==> config.mk <==
export PLATFORM = sky130hd
export DESIGN_NAME = pt_walker
export DESIGN_NICKNAME = d
export VERILOG_FILES = /design/src/rtl/ptw_pkg.sv /design/src/rtl/ptw_entry_addr.sv /design/src/rtl/ptw_perm_check.sv /design/src/rtl/pt_walker.sv
export SDC_FILE = /design/constraint.sdc
export NUM_CORES = 1
export LEC_CHECK = 0
export BUFFER_PORTS_ARGS = -buffer_cell sky130_fd_sc_hd__buf_2
export CAP_MARGIN = 10
export CORE_MARGIN = 1.5
export CORE_UTILIZATION = 48
export DETAILED_ROUTE_END_ITERATION = 8
export GPL_TIMING_DRIVEN = 0
export PLACE_DENSITY = 0.85
export SLEW_MARGIN = 30
export SYNTH_ARGS = -nofsm -noshare
export SYNTH_HDL_FRONTEND = slang
export SYNTH_SLANG_ARGS = --single-unit
==> constraint.sdc <==
create_clock -name clk -period 3.63 [get_ports clk]
set_input_delay 0.726 -clock clk [delete_from_list [all_inputs] [get_ports clk]]
set_output_delay 0.726 -clock clk [all_outputs]
set_load 0.02 [all_outputs]
==> src/rtl/ptw_pkg.sv <==
package ptw_pkg;
  localparam int ENTRY_W  = 32;
  localparam int BIT_PRES = 0;
  localparam int BIT_WR   = 1;
  localparam int BIT_USR  = 2;

  typedef enum logic [2:0] {
    S_IDLE, S_READ_DIR, S_WAIT_DIR, S_READ_PTE, S_WAIT_PTE, S_REFILL, S_FAULT
  } walk_state_t;

  localparam logic KIND_NOT_PRESENT = 1'b0;
  localparam logic KIND_PROTECTION  = 1'b1;
endpackage

==> src/rtl/ptw_entry_addr.sv <==
module ptw_entry_addr #(
  parameter int PA_W      = 32,
  parameter int PAGE_BITS = 12,
  parameter int IDX_W     = 10
) (
  input  logic [PA_W-PAGE_BITS-1:0] base_page,
  input  logic [IDX_W-1:0]          index,
  output logic [PA_W-1:0]           addr
);
  localparam int PPN_W = PA_W - PAGE_BITS;

  logic [PA_W-1:0] base_full;
  logic [PA_W-1:0] offset;

  always_comb begin
    base_full = {base_page, {PAGE_BITS{1'b0}}};
    offset    = '0;
    offset[IDX_W+1:0] = {index, 2'b00};
    addr      = base_full + offset;
  end

  logic unused_ok;
  assign unused_ok = (PPN_W > 0);
endmodule

==> src/rtl/ptw_perm_check.sv <==
module ptw_perm_check
  import ptw_pkg::*;
(
  input  logic [ENTRY_W-1:0] dir_entry,
  input  logic [ENTRY_W-1:0] tbl_entry,
  input  logic               is_write,
  input  logic               is_user,
  output logic               not_present,
  output logic               prot_fault,
  output logic [1:0]         eff_flags
);
  always_comb begin
    eff_flags[0] = dir_entry[BIT_WR]  & tbl_entry[BIT_WR];
    eff_flags[1] = dir_entry[BIT_USR] & tbl_entry[BIT_USR];
    not_present  = ~tbl_entry[BIT_PRES];
    prot_fault   = (is_write & ~eff_flags[0]) | (is_user & ~eff_flags[1]);
  end
endmodule

==> src/rtl/pt_walker.sv <==
module pt_walker
  import ptw_pkg::*;
#(
  parameter int PAGE_BITS = 12,
  parameter int IDX_W     = 10,
  parameter int PA_W      = 32
) (
  input  logic                        clk,
  input  logic                        rst,
  input  logic                        miss_valid,
  input  logic [2*IDX_W+PAGE_BITS-1:0] miss_vaddr,
  input  logic                        miss_write,
  input  logic                        miss_user,
  output logic                        miss_ready,
  input  logic [PA_W-1:0]             dir_base,
  output logic                        mem_req,
  output logic [PA_W-1:0]             mem_addr,
  input  logic                        mem_rvalid,
  input  logic [ENTRY_W-1:0]          mem_rdata,
  output logic                        refill_valid,
  output logic [2*IDX_W-1:0]          refill_vpn,
  output logic [PA_W-PAGE_BITS-1:0]   refill_ppn,
  output logic [1:0]                  refill_flags,
  output logic                        fault_valid,
  output logic                        fault_kind
);
  localparam int VA_W  = 2*IDX_W + PAGE_BITS;
  localparam int VPN_W = 2*IDX_W;
  localparam int PPN_W = PA_W - PAGE_BITS;

  walk_state_t        state_q;
  logic [VA_W-1:0]    va_q;
  logic               wr_q, usr_q;
  logic [ENTRY_W-1:0] pde_q;
  logic [PA_W-1:0]    addr_q;
  logic [PPN_W-1:0]   ppn_q;
  logic [1:0]         flags_q;
  logic               kind_q;

  logic [PA_W-1:0] dir_addr, tbl_addr;
  logic            pte_np, pte_prot;
  logic [1:0]      pte_flags;

  ptw_entry_addr #(.PA_W(PA_W), .PAGE_BITS(PAGE_BITS), .IDX_W(IDX_W)) u_dir_addr (
    .base_page (dir_base[PA_W-1:PAGE_BITS]),
    .index     (miss_vaddr[VA_W-1:VA_W-IDX_W]),
    .addr      (dir_addr)
  );

  ptw_entry_addr #(.PA_W(PA_W), .PAGE_BITS(PAGE_BITS), .IDX_W(IDX_W)) u_tbl_addr (
    .base_page (mem_rdata[PA_W-1:PAGE_BITS]),
    .index     (va_q[PAGE_BITS+IDX_W-1:PAGE_BITS]),
    .addr      (tbl_addr)
  );

  ptw_perm_check u_perm (
    .dir_entry   (pde_q),
    .tbl_entry   (mem_rdata),
    .is_write    (wr_q),
    .is_user     (usr_q),
    .not_present (pte_np),
    .prot_fault  (pte_prot),
    .eff_flags   (pte_flags)
  );

  always_ff @(posedge clk) begin
    if (rst) begin
      state_q <= S_IDLE;
      va_q    <= '0;
      wr_q    <= 1'b0;
      usr_q   <= 1'b0;
      pde_q   <= '0;
      addr_q  <= '0;
      ppn_q   <= '0;
      flags_q <= '0;
      kind_q  <= KIND_NOT_PRESENT;
    end else begin
      unique case (state_q)
        S_IDLE: if (miss_valid) begin
          va_q    <= miss_vaddr;
          wr_q    <= miss_write;
          usr_q   <= miss_user;
          addr_q  <= dir_addr;
          state_q <= S_READ_DIR;
        end
        S_READ_DIR: state_q <= S_WAIT_DIR;
        S_WAIT_DIR: if (mem_rvalid) begin
          pde_q <= mem_rdata;
          if (!mem_rdata[BIT_PRES]) begin
            kind_q  <= KIND_NOT_PRESENT;
            state_q <= S_FAULT;
          end else begin
            addr_q  <= tbl_addr;
            state_q <= S_READ_PTE;
          end
        end
        S_READ_PTE: state_q <= S_WAIT_PTE;
        S_WAIT_PTE: if (mem_rvalid) begin
          ppn_q   <= mem_rdata[PA_W-1:PAGE_BITS];
          flags_q <= pte_flags;
          if (pte_np) begin
            kind_q  <= KIND_NOT_PRESENT;
            state_q <= S_FAULT;
          end else if (pte_prot) begin
            kind_q  <= KIND_PROTECTION;
            state_q <= S_FAULT;
          end else begin
            state_q <= S_REFILL;
          end
        end
        S_REFILL: state_q <= S_IDLE;
        S_FAULT:  state_q <= S_IDLE;
        default:  state_q <= S_IDLE;
      endcase
    end
  end

  assign miss_ready   = (state_q == S_IDLE);
  assign mem_req      = (state_q == S_READ_DIR) || (state_q == S_READ_PTE);
  assign mem_addr     = addr_q;
  assign refill_valid = (state_q == S_REFILL);
  assign refill_vpn   = va_q[VA_W-1:VA_W-VPN_W];
  assign refill_ppn   = ppn_q;
  assign refill_flags = flags_q;
  assign fault_valid  = (state_q == S_FAULT);
  assign fault_kind   = kind_q;
endmodule

==> results.yml, run 1 <==
floorplan:
  die_area_sq_mm: 0.00766
  fp.dieH_um: 87.5
  boundaryPins: 181
  start_util_pct: 49.9
  core_area_sq_mm: 0.00687
  fp.dieW_um: 87.5
  core.rowCount: 30
timing:
  rsz0062_at_grt: "no"
  worst_pin_slew_ns: 0.760
  fin_crit_sh_pct: 59.9
  slew_violations: 0
  period_needed_ns: 2.18
  fin_setup_tns_ns: 0
  finalClockSkew_ns: 0.00659
  hold_violations: 0
  relSlewSlack_pct: 49.4
  setup_violations: 0
  max_freq_mhz: 460
grt:
  grt_pass1_wl_um: 14500
  grt_max_degree: 15
  antenna_found_initial: 0
  overflow: 0
  track_usage_pct: 24.4
  grt_pass1_vias: 3175
power:
  power.switching_w: 0.000706
  combPwrFrac_pct: 24.5
  seqPwrFrac_pct: 44.6
  p_clk_share_pct: 30.9
  p_int_w: 0.00152
  power_leakage_nw: 1.94
  irDropWorstVdd_mv: 0.313
  p_total_w: 0.00222
  swShare_pct: 31.7
  power_density_mw_per_mm2: 496
routing:
  drc: 0
  dr.pass1.iters: 4
  ant_nets: 0
  vias: 3321
  routed_wl_um: 9350
  wl_per_cell_um: 14.6
  vias_per_cell: 5.19
  drtIter0Drc: 148
final_layout:
  fin_nets: 641
  fill_cells: 606
  seq_area_sq_mm: 0.00160
  area_delta_synth_final_pct: 30.7
  multi_input_area_sq_mm: 0.00162
  n_antenna_cell: 0
  drive_gt1_share_pct: 39.2
clocking:
  cts_setup_buffers: 0
  clkTransAtPathRegs_ns: 0.08
  holdBufCountCts: 0
  cts_resized: 0
  clk_path_buf_depth: 2
  cts-root-buf: "clkbuf_8"
  cts_max_level: 3
  cts_buffers: 9
  clock-sinks: 80
  clk_latency_ns: 0.33
  cts_tree: "built"
synthesis:
  synthTopCellsByArea: "dfxtp_1 47%, a211oi_2 11%, nand2_1 10%, mux2i_1 8.8%, a21oi_1 7.6%"
  postSynthCellCount: 384
  syn-cell-area_sq_mm: 0.00343
  synth.distinct_cells: 30
  avgSynthCellArea_sq_um: 8.93
  synth_top_cell_area_share_pct: 46.7
  synth_top_area_cell: "dfxtp_1"
  ys_ff_latch: 80
  ys_seq_area_share_pct: 46.7
  yosysWarnings: 0
worst_setup_path:
  r2r_cells: 6
  cp.arrival_ns: 1.45
  rrSetupSlack_ns: 1.98
  rr_endpoint: "mem_addr[11]$_SDFFE_PP0P_"
  required_ns: 2.90
  crit_type: "reg2out"
  reg2reg_from: "state_q[2]$_SDFFE_PP0P_"
  startpoint_type: "flip-flop"
  cp_max_fo: 10
  crit_path_end_kind: "output port"
min_path:
  whs_path_depth: 2
  hp-start: "va_q[25]$_SDFFE_PP0P_"
  hold_class: "reg2reg"
  hold_path_end: "va_q[25]$_SDFFE_PP0P_"
placement:
  port-buffer-count: 143
  hpwl_um: 7070
  routabilityCongestion: 0.813
outcome:
  status: "completed"
flow_run:
  cap_viol_max_count: 0
## through the flow
| step | std cells | utilization, % | hold slack, ns | worst slack (ns) | area, sq um |
|---|---|---|---|---|---|
| 5_1_grt | 640 | 65.3 | 0.474 | 1.28 | 4480 |
| 3_5_place_dp | 624 | 62.2 | 0.445 | 1.59 | 4270 |
| 4_1_cts | 640 | 65.3 | 0.456 | 1.43 | 4480 |
| 3_3_place_gp | 624 | 62.2 | 0.439 | 1.64 | 4270 |
| 6_report | 640 | 65.3 | 0.454 | 1.45 | 4480 |
| 2_1_floorplan | 385 | - | 0.436 | 1.71 | 3430 |
## metal layers
layer	track usage (%)	share of wire, %	vias up	routed length [um]
li1	-	-	1611	-
met1	27.5	41	1572	3790
met2	45.2	52	121	4860
met3	5.00	5.7	17	534
met4	9.09	1.8	0	165
met5	0	0	-	0
## flip-flops by register name, summed over array words and instances (netlist names)
register and cells:
wr_q 1, fault_kind 1, refill_flags 2, usr_q 1, pde_q 2, state_q 3, refill_ppn 20, va_q 20
mem_addr 30
## critical path: stages, from the launching register on
cell	delay, ns
dfxtp_1	0.31
buf_2	0.20
buf_2	0.23
nor3b_1	0.19
buf_2	0.19
## cell usage in the layout (no fill, tap or decap), types with 2 or more instances in the layout
master	instances
buf_2	152
nand2_1	93
dfxtp_1	80
a21oi_1	52
nor2_1	31
mux2i_1	30
a211oi_2	30
clkbuf_1	12
clkbuf_8	11
buf_4	8
nand3_1	5
buf_6	5
nor3_1	3
nor2b_1	3
nor3b_1	3
o21ai_0	3
inv_1	2
or3_1	2
conb_1	2
clkinvlp_4	2
## power by group through the flow
stage / Combinational (W) / Clock (W) / Sequential (W)
4_1_cts: 0.000548 / 0.000697 / 0.000991
3_3_place_gp: 0.000529 / 0 / 0.00101
3_5_place_dp: 0.000546 / 0 / 0.00101
2_1_floorplan: 0.000287 / 0 / 0.00109
5_1_grt: 0.000587 / 0.000738 / 0.00100
6_report: 0.000545 / 0.000686 / 0.000991
## final cells by class
| type | count | share of cell area (%) |
|---|---|---|
| flip-flops and latches | 80 | 35.7 |
| multi-input cells | 269 | 36.1 |
| clock inverters | 5 | 1.40 |
| plain buffers | 34 | 4.60 |
| repair buffers | 143 | 16.0 |
| clock buffers | 11 | 3.38 |
| inverters | 2 | 0.167 |
| well taps | 96 | 2.68 |
## cells in the mapped netlist
cell type   n
a211oi_2   30
a211oi_4    1
a21oi_1    52
a221oi_1    1
a31oi_1     1
and2_1      1
and3_1      1
and3b_1     1
buf_2       9
buf_4       8
buf_6       5
clkbuf_1   12
conb_1      1
dfxtp_1    80
inv_1       2
mux2i_1    30
nand2_1    93
nand2b_1    1
nand3_1     5
nand3_2     1
nor2_1     31
nor2b_1     3
nor3_1      3
nor3b_1     3
nor4_1      1
o21ai_0     3
o22ai_1     1
or3_1       2
or4_1       1
xnor2_1     1
## kinds of logic after synthesis
group / synth area share [%]
other cells: 0.109
buf+inv: 6.24
flops: 46.7
mux: 8.75
xor+xnor: 0.255
simple gates: 17.8
compound gates: 20.2
## how the worst max path moves through the flow
| stage | from | end | depth (start not counted) |
|---|---|---|---|
| 2_1_floorplan | state_q[2]$_SDFFE_PP0P_ | fault_valid | 3 |
| 3_3_place_gp | mem_rvalid | mem_addr[25]$_SDFFE_PP0P_ | 5 |
| 3_5_place_dp | mem_rvalid | mem_addr[24]$_SDFFE_PP0P_ | 6 |
| 4_1_cts | state_q[2]$_SDFFE_PP0P_ | fault_valid | 4 |
| 5_1_grt | state_q[2]$_SDFFE_PP0P_ | fault_valid | 4 |
| 6_report | state_q[2]$_SDFFE_PP0P_ | fault_valid | 4 |
Power figures use the tool's default switching activity.
==> run 2, diff against run 1 <==
Settings changed: CORE_UTILIZATION 48 to 41, PLACE_DENSITY 0.85 to 0.77.
Clock period 3.63 ns to 1.8 ns, I/O delays scaled along.
==> run 2 against run 1 <==
First-iteration DRC count shrank 47%. Clock power grew 110%. Critical path type unchanged. Setup slack lost 1.4 ns.
==> results.yml, run 2 (same netlist as run 1, synthesis figures left out) <==
grt:
  grt_util_met2_pct: 37.4
  gr-max-usage-layer: "met2"
  grt_max_degree: 14
  track_usage_pct: 21.4
  grt_pass1_wl_um: 14800
  antenna_found_initial: 0
  grt_pass1_vias: 3128
  grtUsageMet1_pct: 25.3
  overflow: 0
  grtUsageMet3_pct: 5.48
worst_setup_path:
  rr_endpoint: "mem_addr[29]$_SDFFE_PP0P_"
  path_cells: "buf_4 -> buf_4 -> nor3b_4 -> buf_4"
  path_common_cell: "buf_4"
  crit_path_end_kind: "output port"
  crit_type: "reg2out"
  cp.arrival_ns: 1.38
  cp_max_fo: 10
  critPathMaxStageDelay_ns: 0.32
  slowest_stage: "dfxtp_1"
  r2r_cells: 6
  required_ns: 1.44
  rrSetupSlack_ns: 0.17
  startpoint_type: "flip-flop"
  reg2reg_from: "state_q[2]$_SDFFE_PP0P_"
routing:
  vias_per_cell: 5.02
  routed_wl_um: 9580
  drc: 0
  vias: 3255
  ant_nets: 0
  dr.pass1.iters: 4
  wl_per_cell_um: 14.8
  drtIter0Drc: 78
outcome:
  status: "completed"
clocking:
  cts_max_level: 3
  clk_latency_ns: 0.35
  clk_path_buf_depth: 2
  cts_tree: "built"
  holdBufCountCts: 0
  clock-sinks: 80
  cts-root-buf: "clkbuf_8"
  clkTransAtPathRegs_ns: 0.09
  cts_buffers: 9
final_layout:
  layout.cells.most_common: "buf_2"
  drive_gt1_share_pct: 39.2
  area_delta_synth_final_pct: 31.7
  fin_nets: 641
  final_cell_area_sq_mm: 0.00452
  post-route-util_pct: 55.3
  largest_reg_flops: 30
  finalNonFillerCells: 648
  final_cell_mix: "147 x buf_2, 93 x nand2_1, 80 x dfxtp_1, 52 x a21oi_1, 31 x nor2_1"
  n_antenna_cell: 0
floorplan:
  start_util_pct: 42.0
  die_area_sq_mm: 0.00893
  fp.dieH_um: 94.5
  fp.dieW_um: 94.5
  core_area_sq_mm: 0.00818
  core.rowCount: 33
  boundaryPins: 181
min_path:
  hold_path_end: "va_q[21]$_SDFFE_PP0P_"
  whs_path_depth: 3
  hold_class: "in2reg"
  hp-start: "miss_vaddr[21]"
timing:
  fin_crit_sh_pct: 96.7
  setup_violations: 0
  slew_violations: 0
  rsz0062_at_grt: "yes"
  worst_slack_ns: 0.0586
  worst_pin_slew_ns: 0.749
  period_needed_ns: 1.74
  hold_ws_ns: 0.241
  max_freq_mhz: 574
  hold_violations: 0
  relSlewSlack_pct: 50.1
  finalClockSkew_ns: 0.0106
placement:
  pre_cts_slack_ns: 0.122
  placed_cell_area_sq_mm: 0.00428
  port-buffer-count: 143
  dp.cells: 633
  hpwl_um: 7070
  routabilityCongestion: 0.858
flow_run:
  cap_viol_max_count: 0
power:
  irDropWorstVdd_mv: 0.418
  power_density_mw_per_mm2: 1010
  power_leakage_nw: 1.95
==> run 2: repair_timing <==
item                                    CTS  global route
buffers inserted                          0             0
endpoints found under the setup margin    1             3
resized for setup                         3             5
==> run 2: layout make-up <==
cell class / instances / area (sq um)
Buffer: 34 / 214
Sequential cell: 80 / 1600
Fill cell: 777 / 3660
Multi-Input combinational cell: 269 / 1640
Clock buffer: 10 / 128
Timing Repair Buffer: 143 / 721
Clock inverter: 5 / 81.3
Tap cell: 105 / 131
Inverter: 2 / 7.51
==> run 2: how the worst max path moves through the flow <==
stage,to,cells after the start,start,slack [ns]
3_5_place_dp,mem_addr[12]$_SDFFE_PP0P_,5,mem_rvalid,0.12
5_1_grt,fault_valid,4,state_q[2]$_SDFFE_PP0P_,-0.002
4_1_cts,miss_ready,4,state_q[2]$_SDFFE_PP0P_,0.05
6_report,fault_valid,4,state_q[2]$_SDFFE_PP0P_,0.06
2_1_floorplan,fault_valid,3,state_q[2]$_SDFFE_PP0P_,0.25
3_3_place_gp,mem_addr[10]$_SDFFE_PP0P_,5,mem_rvalid,0.15
==> run 2: critical path, delay by kind of cell, from the launching register on <==
family / cells / cell delay, ns
buffers and inverters: 3 / 0.50
flip-flops: 1 / 0.32
AND/OR/NAND/NOR: 1 / 0.19
==> run 2: power by group <==
part	internal (W)	total [W]	switching, W
Combinational	0.000424	0.00110	0.000680
Sequential	0.00192	0.00200	0.0000807
Clock	0.000777	0.00145	0.000676
Total	0.00312	0.00455	0.00144
==> run 2: metrics by stage <==
stage               power, W  setup TNS, ns
finish               0.00455              0
global route         0.00476       -0.00204
CTS                  0.00457              0
detailed placement   0.00314              0
global placement     0.00310              0
floorplan            0.00278              0
==> run 2: per-layer routing <==
layer,part of all wire (%),up-vias
li1,-,1606
met1,44,1510
met2,47,123
met3,7.5,16
met4,1.7,0
met5,0,-
